===== src/rtl/sr_pkg.sv =====
package sr_pkg;
  localparam int SR_W     = 8;
  localparam int BUSY_POS = 0;
  localparam int WEL_POS  = 1;
  localparam int BP_LSB   = 2;
  localparam int BPL_POS  = 7;
endpackage


===== src/rtl/sr_wp_gate.sv =====
module sr_wp_gate (
  input  logic wrsr_cmd,
  input  logic wel,
  input  logic wp_n,
  input  logic bpl,
  output logic accept
);
  logic pin_allows;

  always_comb begin
    pin_allows = wp_n | ~bpl;
    accept     = wrsr_cmd & wel & pin_allows;
  end
endmodule


===== src/rtl/sr_flag_ctrl.sv =====
module sr_flag_ctrl (
  input  logic clk,
  input  logic rst,
  input  logic wren_cmd,
  input  logic wr_accept,
  input  logic busy_set,
  input  logic busy_clr,
  output logic busy_q,
  output logic wel_q
);
  always_ff @(posedge clk) begin
    if (rst) begin
      busy_q <= 1'b0;
      wel_q  <= 1'b0;
    end else begin
      if (busy_set)      busy_q <= 1'b1;
      else if (busy_clr) busy_q <= 1'b0;
      if (wren_cmd)       wel_q <= 1'b1;
      else if (wr_accept) wel_q <= 1'b0;
    end
  end

  AST_BUSY_SET: assert property (@(posedge clk) disable iff (rst)
    busy_set |=> busy_q);
  AST_BUSY_CLR: assert property (@(posedge clk) disable iff (rst)
    (busy_clr && !busy_set) |=> !busy_q);
  AST_WREN_SETS: assert property (@(posedge clk) disable iff (rst)
    wren_cmd |=> wel_q);
endmodule


===== src/rtl/sr_prot_reg.sv =====
module sr_prot_reg #(
  parameter int BP_W = 4
) (
  input  logic            clk,
  input  logic            rst,
  input  logic            load,
  input  logic [BP_W-1:0] bp_d,
  input  logic            bpl_d,
  output logic [BP_W-1:0] bp_q,
  output logic            bpl_q
);
  always_ff @(posedge clk) begin
    if (rst) begin
      bp_q  <= '1;
      bpl_q <= 1'b0;
    end else if (load) begin
      bp_q  <= bp_d;
      bpl_q <= bpl_d;
    end
  end

  AST_PROT_HOLD: assert property (@(posedge clk) disable iff (rst)
    !load |=> ($stable(bp_q) && $stable(bpl_q)));
endmodule


===== src/rtl/sr_status_ctrl.sv =====
module sr_status_ctrl #(
  parameter int BP_W = 4
) (
  input  logic                   clk,
  input  logic                   rst,
  input  logic                   wren_cmd,
  input  logic                   wrsr_cmd,
  input  logic [sr_pkg::SR_W-1:0] wrsr_data,
  input  logic                   wp_n,
  input  logic                   busy_set,
  input  logic                   busy_clr,
  output logic [sr_pkg::SR_W-1:0] status_q,
  output logic [BP_W-1:0]        bp_q
);
  import sr_pkg::*;

  localparam logic [SR_W-1:0] BP_MASK    = SR_W'(((1 << BP_W) - 1) << BP_LSB);
  localparam logic [SR_W-1:0] WRITE_MASK = BP_MASK | SR_W'(1 << BPL_POS);
  localparam logic [SR_W-1:0] RST_VAL    = BP_MASK;

  logic busy, wel, bpl, accept;
  logic [BP_W-1:0] bp;
  logic data_spare_unused;

  assign data_spare_unused = ^(wrsr_data & ~WRITE_MASK);

  sr_wp_gate gate_i (
    .wrsr_cmd (wrsr_cmd),
    .wel      (wel),
    .wp_n     (wp_n),
    .bpl      (bpl),
    .accept   (accept)
  );

  sr_flag_ctrl flags_i (
    .clk       (clk),
    .rst       (rst),
    .wren_cmd  (wren_cmd),
    .wr_accept (accept),
    .busy_set  (busy_set),
    .busy_clr  (busy_clr),
    .busy_q    (busy),
    .wel_q     (wel)
  );

  sr_prot_reg #(.BP_W(BP_W)) prot_i (
    .clk   (clk),
    .rst   (rst),
    .load  (accept),
    .bp_d  (wrsr_data[BP_LSB +: BP_W]),
    .bpl_d (wrsr_data[BPL_POS]),
    .bp_q  (bp),
    .bpl_q (bpl)
  );

  always_comb begin
    status_q                  = '0;
    status_q[BUSY_POS]        = busy;
    status_q[WEL_POS]         = wel;
    status_q[BP_LSB +: BP_W]  = bp;
    status_q[BPL_POS]         = bpl;
    bp_q                      = bp;
  end

  AST_RESET_VALUE: assert property (@(posedge clk)
    rst |=> (status_q == RST_VAL));
  AST_LOCK_BLOCKS: assert property (@(posedge clk) disable iff (rst)
    (wrsr_cmd && !wp_n && status_q[BPL_POS] && !wren_cmd) |=> $stable(status_q[SR_W-1:1]));
  AST_NO_WEL_NO_WRITE: assert property (@(posedge clk) disable iff (rst)
    (wrsr_cmd && !status_q[WEL_POS]) |=> $stable(status_q[SR_W-1:BP_LSB]));
  AST_PIN_HIGH_WRITES: assert property (@(posedge clk) disable iff (rst)
    (wrsr_cmd && wp_n && status_q[WEL_POS]) |=> (bp_q == $past(wrsr_data[BP_LSB +: BP_W])));
  AST_ACCEPT_CLEARS_WEL: assert property (@(posedge clk) disable iff (rst)
    (wrsr_cmd && wp_n && status_q[WEL_POS] && !wren_cmd) |=> !status_q[WEL_POS]);
endmodule


===== config.mk =====
export PLATFORM = sky130hd
export DESIGN_NAME = sr_status_ctrl
export DESIGN_NICKNAME = d
export VERILOG_FILES = /design/src/rtl/sr_pkg.sv /design/src/rtl/sr_wp_gate.sv /design/src/rtl/sr_flag_ctrl.sv /design/src/rtl/sr_prot_reg.sv /design/src/rtl/sr_status_ctrl.sv
export SDC_FILE = /design/constraint.sdc
export NUM_CORES = 1
export LEC_CHECK = 0
export BUFFER_PORTS_ARGS = -buffer_cell sky130_fd_sc_hd__buf_2
export CORE_AREA = 3 3 40 42
export DETAILED_ROUTE_END_ITERATION = 16
export DIE_AREA = 0 0 43 45
export GPL_TIMING_DRIVEN = 0
export SLEW_MARGIN = 0
export SYNTH_ARGS = -nofsm -noshare
export SYNTH_HDL_FRONTEND = slang
export SYNTH_SLANG_ARGS = --single-unit

===== constraint.sdc =====
create_clock -name clk -period 1.5 [get_ports clk]
set_clock_uncertainty 0.1 [all_clocks]
set_input_delay 0.15 -clock clk [delete_from_list [all_inputs] [get_ports clk]]
set_output_delay 0.15 -clock clk [all_outputs]
set_load 0.01 [all_outputs]

==> impl_metrics.env <==
export IMPL_run_status="completed"
export IMPL_timing_critical_path_to_type="primary output"
export IMPL_core_region_area_sq_um=1285
export IMPL_layout_worst_path_cycle_share_pct=75.84
export IMPL_grt_pass1_vias=302
export IMPL_clkSlewWorstSetupHoldPaths_ps=50
export IMPL_r2r_end="prot_i.bp_q[0]"
export IMPL_setup_viol=0
export IMPL_rsz0062_at_grt="no"
export IMPL_worstPathArrival_ps=890
export IMPL_synth_seq_area_share_pct=39.72
export IMPL_synth_top_flop_cell="sky130_fd_sc_hd__dfxtp_1"
export IMPL_place_gp_congestion=0.6718
export IMPL_synthesis_area_sq_um=352.8
export IMPL_post_cts_buffers=0
export IMPL_fill_cells=138
export IMPL_hpwlAfterDp_um=599.3
export IMPL_initialDrtViolationCount=4
export IMPL_worst_path_max_fanout=5
export IMPL_layout_drive_gt1_share_pct=53.73
export IMPL_placement_rows=13
export IMPL_grt_max_degree=11
export IMPL_worst_setup_path_start_kind="flop"
export IMPL_synth_async_sr_flop_share_pct=0
export IMPL_vias_per_cell=4.207
export IMPL_setup_worst_path_end="status_q[1]"
export IMPL_dr_pass1_iters=3
export IMPL_layout_cell_area_non_filler_sq_um=508.0
export IMPL_maxCapViolations=0
export IMPL_antenna_found_initial=0
export IMPL_synth_edff_count=0
export IMPL_clock_sinks=7
export IMPL_fp_dieArea_sq_um=1935
export IMPL_routedWlPerCell_um=9.268
export IMPL_final_setup_tns_ps=0
export IMPL_cts_tree="built"
export IMPL_largest_area_contributor_in_the_synthesized_netlist="sky130_fd_sc_hd__dfxtp_1"
export IMPL_ctsHtreeMaxLevel=1
export IMPL_clockRootBuffer="sky130_fd_sc_hd__clkbuf_4"
export IMPL_floorplan_initialDensity_pct=27.46
export IMPL_worstPathRequired_ps=1250
export IMPL_fin_cells=82
export IMPL_power_static_leakage_uw=0.0002521
export IMPL_synth_cells_most_frequent="sky130_fd_sc_hd__nor2_1 (10), sky130_fd_sc_hd__buf_4 (8), sky130_fd_sc_hd__dfxtp_1 (7)"
export IMPL_power_per_cell_area_nw_per_um2=917.8
export IMPL_synth_distinct_cells=14
export IMPL_avgSynthCellArea_sq_um=8.606
export IMPL_drt_drc_violations_left=0
export IMPL_grt_util_all_layers_pct=8.590
export IMPL_reg2reg_slack_ps=420
export IMPL_synth_most_common_cell="sky130_fd_sc_hd__nor2_1"
export IMPL_holdCritPathClass="in -> reg"
export IMPL_clock_latency_on_the_worst_skew_pair_ps=250
export IMPL_area_growth_pct=43.97
export IMPL_tritoncts_num_buffers=3
export IMPL_finalWorstPathRequiredPeriod_ps=1138
export IMPL_cts_hold_fix_buffers=0
export IMPL_die_height_um=45
export IMPL_via_count=345
export IMPL_peakVddDrop_mv=0.3204
export IMPL_clock_tree_buffer_depth=2
export IMPL_fin_util_pct=39.53
export IMPL_postPlaceCellArea_sq_um=481.7
export IMPL_timing_reg2reg_worst_path_depth=3
export IMPL_chipWidth_um=43
export IMPL_final_antenna_net_count=0
export IMPL_antennaDiodeCount=0
export IMPL_synth_seq_cells=7
export IMPL_globalRouteOverflowTotal=0
export IMPL_grt_pass1_wl_um=1214
export IMPL_achievable_frequency_ghz=0.8791
export IMPL_synthesized_instance_count=41
export IMPL_numPlacedInstances=78
export IMPL_synthesis_nets=56
export IMPL_route_final_wire_length_um=760
export IMPL_io_pins=27
export IMPL_yosys_warnings=0
export IMPL_number_of_max_slew_violations_in_the_final_report=0
export IMPL_cts_resized_gates=0
export IMPL_post_synth_top_area_fraction_pct=39.72
export IMPL_timing_setup_critical_path_class="reg -> out"
export IMPL_finish_net_count=83
export IMPL_finalHoldViolations=0
export IMPL_critPathLaunch="flags_i.wel_q"
export IMPL_io_buffer_count=22
export IMPL_worst_r2r_startpoint="flags_i.wel_q"
export IMPL_ys_top_cells_by_area="sky130_fd_sc_hd__dfxtp_1 (40%), sky130_fd_sc_hd__buf_4 (17%), sky130_fd_sc_hd__mux2i_1 (11%)"
==> final cells by class <==
class                      count  area (sq um)  area share (%)
timing repair buffer          22         110.1           21.67
buffer                         9         65.06           12.81
multi-input combinational     22         136.4           26.85
sequential                     7         140.1           27.59
inverter                       3         11.26           2.217
clock buffer                   4         26.28           5.172
tap                           15         18.77           3.695
==> flip-flops by register name (all words and copies together), names as in the netlist <==
| signal | count |
|---|---|
| prot_i.bp_q | 4 |
| flags_i.busy_q | 1 |
| flags_i.wel_q | 1 |
| prot_i.bpl_q | 1 |
==> where the power goes <==
| group | switching (uW) | internal, uW |
|---|---|---|
| Clock | 66.2 | 101 |
| Combinational | 40.4 | 50.5 |
| Sequential | 9.74 | 198 |
==> worst min path at each step <==
stage	start	end	cells after the start
finish	busy_set	flags_i.busy_q	3
floorplan	busy_set	flags_i.busy_q	2
detailed placement	busy_set	flags_i.busy_q	3
global route	busy_set	flags_i.busy_q	3
global placement	busy_set	flags_i.busy_q	3
CTS	busy_set	flags_i.busy_q	3
==> critical path, cell delays in order (launching register included) <==
cell                      delay, ps
sky130_fd_sc_hd__dfxtp_1        400
sky130_fd_sc_hd__buf_4          130
sky130_fd_sc_hd__buf_2          110
==> per-layer routing <==
metal / wire (um) / up-vias / track usage [%]
met2: 359 / 18 / 14.07
met5: 0 / - / 0
met1: 304 / 149 / 9.201
met3: 69 / 4 / 1.195
li1: - / 174 / -
met4: 27 / 0 / 9.036
==> through the flow <==
stage | total power (uW) | hold slack (ps) | worst slack, ps
floorplan | 266.0 | 167.4 | 526.5
global placement | 301.2 | 259.5 | 440.2
detailed placement | 303.8 | 264.1 | 410.8
CTS | 474.1 | 6.212 | 350.8
global route | 500.4 | 16.25 | 285.9
finish | 466.2 | 5.181 | 362.4
==> logic make-up (layout without fill, tap and decap cells) <==
kind of cell,Yosys count,after routing,share of synthesized area [%]
other,1,1,1.063
AO/OA/AOI/OAI,4,4,10.29
buffers and inverters,12,38,21.63
AND/OR/NAND/NOR,13,13,15.96
multiplexers,4,4,11.35
flip-flops,7,7,39.72
==> placed cells by master, fill, tap and decap left out, types with 3 or more instances in the layout <==
| master | n |
|---|---|
| sky130_fd_sc_hd__inv_1 | 3 |
| sky130_fd_sc_hd__dfxtp_1 | 7 |
| sky130_fd_sc_hd__nor2_1 | 10 |
| sky130_fd_sc_hd__buf_4 | 8 |
| sky130_fd_sc_hd__clkbuf_4 | 3 |
| sky130_fd_sc_hd__mux2i_1 | 4 |
| sky130_fd_sc_hd__buf_2 | 23 |
No activity file was read; power rests on OpenSTA's default activity.
